===== config.mk =====
export PLATFORM = sky130hd
export DESIGN_NAME = b2d_seq_conv
export DESIGN_NICKNAME = d
export VERILOG_FILES = /design/src/rtl/b2d_pkg.sv /design/src/rtl/b2d_adjust.sv /design/src/rtl/b2d_ctrl.sv /design/src/rtl/b2d_seq_conv.sv
export SDC_FILE = /design/constraint.sdc
export NUM_CORES = 1
export LEC_CHECK = 0
export ABC_CLOCK_PERIOD_IN_PS = 2500
export BUFFER_PORTS_ARGS = -buffer_cell sky130_fd_sc_hd__clkbuf_2
export CAP_MARGIN = 25
export CORE_UTILIZATION = 59
export CTS_BUF_LIST = sky130_fd_sc_hd__clkbuf_8
export CTS_CLUSTER_DIAMETER = 50
export DETAILED_ROUTE_END_ITERATION = 7
export GPL_TIMING_DRIVEN = 0
export HOLD_SLACK_MARGIN = 0.15
export MAX_ROUTING_LAYER = met4
export PLACE_DENSITY = 0.82
export SLEW_MARGIN = 20
export SYNTH_ARGS = -nofsm -noshare
export SYNTH_HDL_FRONTEND = slang
export SYNTH_HIERARCHICAL = 1
export SYNTH_SLANG_ARGS = --single-unit
export TNS_END_PERCENT = 5

===== constraint.sdc =====
create_clock -name clk -period 2.5 [get_ports clk]
set_input_delay 0.125 -clock clk [delete_from_list [all_inputs] [get_ports clk]]
set_output_delay 0.125 -clock clk [all_outputs]
set_load 0.02 [all_outputs]

===== src/rtl/b2d_pkg.sv =====
package b2d_pkg;
  typedef enum logic [1:0] {
    ST_IDLE  = 2'd0,
    ST_SHIFT = 2'd1,
    ST_DONE  = 2'd2
  } b2d_state_e;
endpackage


===== src/rtl/b2d_adjust.sv =====
// Per-digit add-3 correction applied before each doubling step.
module b2d_adjust #(
  parameter int DIGITS = 4
) (
  input  logic [4*DIGITS-1:0] bcd_i,
  output logic [4*DIGITS-1:0] bcd_o
);
  for (genvar g = 0; g < DIGITS; g++) begin : g_dig
    logic [3:0] nib;
    assign nib = bcd_i[4*g +: 4];
    // digits stay in 0..9, so +3 never leaves the nibble
    assign bcd_o[4*g +: 4] = (nib > 4'd4) ? nib + 4'd3 : nib;
  end
endmodule


===== src/rtl/b2d_ctrl.sv =====
// Iteration control: idle / shift / done sequencing and bit counter.
module b2d_ctrl
  import b2d_pkg::*;
#(
  parameter int BIN_W = 16
) (
  input  logic clk,
  input  logic rst,
  input  logic in_valid,
  output logic in_ready,
  output logic load,
  output logic step,
  output logic last
);
  localparam int CNT_W = (BIN_W > 1) ? $clog2(BIN_W) : 1;
  localparam logic [CNT_W-1:0] CNT_TOP = CNT_W'(BIN_W - 1);

  b2d_state_e state_q, state_d;
  logic [CNT_W-1:0] cnt_q, cnt_d;

  assign in_ready = (state_q == ST_IDLE);
  assign load     = in_valid && in_ready;
  assign step     = (state_q == ST_SHIFT);
  assign last     = step && (cnt_q == '0);

  always_comb begin
    state_d = state_q;
    cnt_d   = cnt_q;
    case (state_q)
      ST_IDLE: begin
        if (in_valid) begin
          state_d = ST_SHIFT;
          cnt_d   = CNT_TOP;
        end
      end
      ST_SHIFT: begin
        if (cnt_q == '0) state_d = ST_DONE;
        else             cnt_d   = cnt_q - 1'b1;
      end
      ST_DONE:  state_d = ST_IDLE;
      default:  state_d = ST_IDLE;
    endcase
  end

  always_ff @(posedge clk) begin
    if (rst) begin
      state_q <= ST_IDLE;
      cnt_q   <= '0;
    end else begin
      state_q <= state_d;
      cnt_q   <= cnt_d;
    end
  end
endmodule


===== src/rtl/b2d_seq_conv.sv =====
// Sequential binary to packed-decimal converter, one operand bit per clock.
module b2d_seq_conv #(
  parameter int BIN_W  = 16,
  parameter int DIGITS = 4
) (
  input  logic                clk,
  input  logic                rst,
  input  logic                in_valid,
  output logic                in_ready,
  input  logic [BIN_W-1:0]    in_data,
  output logic                out_valid,
  output logic [4*DIGITS-1:0] out_bcd,
  output logic                out_ovf
);
  localparam int BCD_W = 4 * DIGITS;
  localparam longint unsigned MAX_VAL = (longint'(10) ** DIGITS) - 1;

  logic load, step, last;
  logic [BIN_W-1:0] opnd_q;
  logic [BCD_W-1:0] bcd_q, bcd_adj, bcd_nxt;
  logic             ovf_pend_q, ovf_in;
  logic             out_valid_q, out_ovf_q;
  logic [BCD_W-1:0] out_bcd_q;

  b2d_ctrl #(.BIN_W(BIN_W)) u_ctrl (
    .clk      (clk),
    .rst      (rst),
    .in_valid (in_valid),
    .in_ready (in_ready),
    .load     (load),
    .step     (step),
    .last     (last)
  );

  b2d_adjust #(.DIGITS(DIGITS)) u_adj (
    .bcd_i (bcd_q),
    .bcd_o (bcd_adj)
  );

  // adjust first, then double and bring in the next operand bit
  assign bcd_nxt = {bcd_adj[BCD_W-2:0], opnd_q[BIN_W-1]};
  assign ovf_in  = (64'(in_data) > MAX_VAL);

  always_ff @(posedge clk) begin
    if (rst) begin
      opnd_q     <= '0;
      bcd_q      <= '0;
      ovf_pend_q <= 1'b0;
    end else if (load) begin
      opnd_q     <= in_data;
      bcd_q      <= '0;
      ovf_pend_q <= ovf_in;
    end else if (step) begin
      opnd_q     <= {opnd_q[BIN_W-2:0], 1'b0};
      bcd_q      <= bcd_nxt;
    end
  end

  always_ff @(posedge clk) begin
    if (rst) begin
      out_valid_q <= 1'b0;
      out_bcd_q   <= '0;
      out_ovf_q   <= 1'b0;
    end else begin
      out_valid_q <= last;
      if (last) begin
        out_bcd_q <= bcd_nxt;
        out_ovf_q <= ovf_pend_q;
      end
    end
  end

  assign out_valid = out_valid_q;
  assign out_bcd   = out_bcd_q;
  assign out_ovf   = out_ovf_q;
endmodule


== Word level (Yosys, flattened, before mapping) ==
Index checks and enable logic that the tools add are counted.
Word-level totals
  bits in registers: 57
  word-level logic and storage cells: 43
  bits of input ports: 19
  output and inout bits: 19
Operators by class
  $add $sub $neg: 5
  $lt $le $gt $ge: 5
  mux-type cells: 12
  eq/ne operators: 4
  reductions and logical operators: 9
Operator list (count)
  16-bit two-way mux: 2
  4-bit two-way mux: 5
  16-bit by 14-bit > comparator with 1-bit output (second input constant): 1
  4-bit by 3-bit > comparator with 1-bit output (second input constant): 4
  4-bit by 2-bit adder with 4-bit output (second input constant): 3
  4-bit one-hot mux with 2 select lines: 1
  2-bit != test (second input constant): 3
  4-bit logical NOT: 1
  2-bit two-way mux: 2
  2-bit one-hot mux with 2 select lines: 1
  2-bit nonzero test: 2
  4-bit by 1-bit subtractor with 4-bit output (second input constant): 1
  3-bit by 2-bit adder with 3-bit output (second input constant): 1
  3-bit two-way mux: 1
  3-bit AND reduction: 1
  2-bit by 1-bit equality test with 1-bit output (second input constant): 1
  1-bit logical AND: 2
  2-bit logical NOT: 1
  2-bit AND reduction: 1
  2-bit OR reduction: 1

== Logic depth before layout (Yosys ltp) ==
  word-level depth: 3
  gate-level depth with buffers: 8
  gate-level depth less buffers: 7

== Hierarchy ==
The synthesis kept the hierarchy.
Modules (own cells, without submodules)
  b2d_seq_conv: area an instance 2018.2 µm², instances 1, sequential area each 1021.0 µm², cells an instance 189
  b2d_adjust: area an instance 422.9 µm², instances 1, sequential area each 0.0 µm², cells an instance 57
  b2d_ctrl: area an instance 294.0 µm², instances 1, sequential area each 120.1 µm², cells an instance 33

== Worst setup path before layout ==
OpenSTA, ideal clock, no wires.
  path kind: register to register
  start: register u_ctrl.cnt_q[0]
  end: register out_bcd_q[10] (netlist: out_bcd[10])
  cell stages (with the launch flop): 9
  arrival: 1.741 ns
  period minus slack after synthesis: 1.869 ns
  setup slack: 0.631 ns
  setup time: 0.128 ns
  cells stage by stage: dfxtp_1 -> inv_1 -> ha_1 -> or3b_4 -> nor2_1 -> buf_2 -> buf_4 -> mux2i_1 -> nor2_1
On the way
  word-level cells in the longest chain between the ends: 2
Ends and longest elaborated chain
  start, declared: line b2d_ctrl.sv:19  | logic [CNT_W-1:0] cnt_q, cnt_d;
  start signal, assigned: line b2d_ctrl.sv:51  | cnt_q <= cnt_d;
  4-bit logical NOT: line b2d_ctrl.sv:24  | assign last = step && (cnt_q == '0);
  1-bit logical AND: line b2d_ctrl.sv:24
  named net last: line b2d_seq_conv.sv:18  | logic load, step, last;
  end signal, assigned: line b2d_seq_conv.sv:67  | out_bcd_q <= bcd_nxt;
  end, declared: line b2d_seq_conv.sv:23  | logic [BCD_W-1:0] out_bcd_q;
The timed path passes the listed nets, and every way through them passes these cells.
A chain may end at the register's enable or synchronous reset.

== Final worst setup path ==
  start: register u_ctrl.state_q[0]
  end: register ovf_pend_q
On the way
  word-level cells in the longest chain between the ends: 2
Ends and longest elaborated chain
  start, declared: line b2d_ctrl.sv:18  | b2d_state_e state_q, state_d;
  start signal, assigned: line b2d_ctrl.sv:50  | state_q <= state_d;
  2-bit logical NOT: line b2d_ctrl.sv:21  | assign in_ready = (state_q == ST_IDLE);
  1-bit logical AND: line b2d_ctrl.sv:22  | assign load = in_valid && in_ready;
  named net load: line b2d_seq_conv.sv:18
  end signal, assigned: line b2d_seq_conv.sv:52  | ovf_pend_q <= ovf_in;
  end, declared: line b2d_seq_conv.sv:21  | logic ovf_pend_q, ovf_in;
The timed path passes the listed nets, and every way through them passes these cells.

==> qor.yml <==
cts:
  cts_buffers: 9
  clk_latency_ps: 330
  ctsResizeCount: 0
  htreeDepth: 3
  postCtsSetupRepairBufs: 0
  cts_root_buffer: "clkbuf_8"
  cts_max_path_buffers: 2
  ctsHoldBuffers: 18
  cts_sinks: 57
  cts.clk_slew.worst_paths_ps: 60
  cts_tree: "yes"
finish:
  design_area_um2: 3320
  final_core_util: 0.757
  nNetsFinal: 370
  layoutNonFillerInstCount: 396
  diodes: 0
  nFillCells: 314
  layout-drive-gt1-share: 0.253
  syn2layout_area_growth_pct: 22.1
placement:
  dpl-instance-area_um2: 2970
  portBuffers: 37
  gp_congestion: 0.799
  dpl_worst_slack_ps: 376
  dp.cells: 365
  dp.final_hpwl_um: 3450
setup_path:
  worstSetupPathType: "reg -> reg"
  r2r_slack_ps: 270
  end_kind: "flip-flop"
  max_stage_delay_ps: 570
  path_cells: "nor3b_1, buf_2, nor2b_1, a41oi_2, dlygate4sd3_1"
  crit_slowest_cell: "dlygate4sd3_1"
  start_kind: "flip-flop"
  required_ps: 2710
  worst-path-max-fanout: 10
  worst_ep_arrival_time_ps: 2440
drt:
  drtPass1Iterations: 4
  first_iter_violations: 71
  wl_um: 5300
  ant_nets: 0
  viasPerCell: 5.45
  wl_per_cell_um: 13.4
  route.detailed.drc: 0
  via_count: 2158
synthesis:
  synth_area_um2: 2720
  netlist_instances: 276
  syn_avg_cell_area_um2: 9.85
  ys_warn_count: 6
  syn-num-nets: 304
timing:
  setup_violations: 0
  final.setup.worst_slack_ps: 275
  rsz0062_at_grt: "false"
  hold_viol: 0
  fin_hold_ws_ps: 249
  slew_headroom: 0.662
  fin_worst_skew_ps: 4.27
  maxSlewViolCount: 0
  period_share: 0.890
  finalCriticalPeriod_ps: 2230
  timing.fmax_mhz: 449
  max_slew.worst_pin.slew_ps: 505
  tns_ps: 0
die:
  rows: 24
  die_y_um: 69.9
  coreArea_um2: 4380
  die_w_um: 69.9
  dieArea_um2: 4880
  io_pins: 38
  initial_utilization: 0.620
hold_path:
  min_path_type: "in -> reg"
pwr:
  max-vdd-ir-drop_v: 0.000454
  p_per_area_nw_per_um2: 611
  p_leak_nw: 1.46
  fin_total_pwr_mw: 2.03
global_routing:
  grt_usage: 0.250
  grt_pass1_wl_um: 9200
  grt_overflow_total: 0
  grt_pass1_vias: 2121
  grt_start_max_net_pins: 11
  antenna_found_initial: 0
outcome:
  status: "completed"
flow_run:
  cap_violations: 0
worst max-delay path, delay by kind of cell (launching register included):
kind / cells / cell delay (ps)
simple gates: 2 / 730
buf+inv: 2 / 920
flops: 1 / 330
compound gates: 1 / 130
flip-flops by register name (all words and copies together) (netlist names):
| name | cells |
|---|---|
| out_valid | 1 |
| out_bcd | 16 |
| u_ctrl/cnt_q | 4 |
| out_ovf | 1 |
| ovf_pend_q | 1 |
| opnd_q | 16 |
| bcd_q | 16 |
| u_ctrl/state_q | 2 |
layer usage:
layer / routed length, um / part of all wire / global-route usage
met4: 83 / 0.016 / 0.122
met5: 0 / 0 / -
met2: 2610 / 0.49 / 0.415
met3: 210 / 0.040 / 0.0664
met1: 2390 / 0.45 / 0.278
report_power, final:
part / switching, mW / internal (mW)
Combinational: 0.152 / 0.155
Sequential: 0.0266 / 0.948
Clock: 0.323 / 0.420
Total: 0.502 / 1.52
cells in the final DEF (no fill, tap or decap), drive strengths merged, types with 3 or more instances in the layout:
| master | instances |
|---|---|
| dfxtp | 57 |
| o21ai | 7 |
| nor3 | 6 |
| a22o | 3 |
| inv | 18 |
| nor2 | 55 |
| mux2i | 50 |
| clkbuf | 53 |
| ha | 9 |
| a21oi | 7 |
| buf | 10 |
| a211oi | 4 |
| xnor2 | 4 |
| a21o | 3 |
| o21bai | 5 |
| mux2 | 13 |
| nor2b | 6 |
| dlygate4sd3 | 18 |
cell type report:
cell class	count	area (um^2)	area share
Multi-Input combinational cell	188	1420	0.429
Sequential cell	57	1140	0.344
Timing Repair Buffer	55	365	0.110
Clock buffer	12	165	0.0498
Buffer	14	91.3	0.0275
Tap cell	52	65.1	0.0196
Inverter	17	63.8	0.0192
Clock inverter	1	3.75	0.00113
path summary, 6_finish.rpt:
| path | from | endpoint | cells past startpoint |
|---|---|---|---|
| worst max-delay path | u_ctrl/state_q[0]$_SDFFE_PP0P_ | ovf_pend_q$_SDFFE_PP0P_ | 5 |
| worst max register to register | u_ctrl/state_q[0]$_SDFFE_PP0P_ | ovf_pend_q$_SDFFE_PP0P_ | 5 |
| worst min-delay path | in_valid | u_ctrl/cnt_q[2]$_SDFFE_PP0P_ | 4 |
| worst min register to register | out_bcd[3]$_SDFFE_PP0P_ | out_bcd[3]$_SDFFE_PP0P_ | 2 |
No activity file was read; power rests on OpenSTA's default activity.
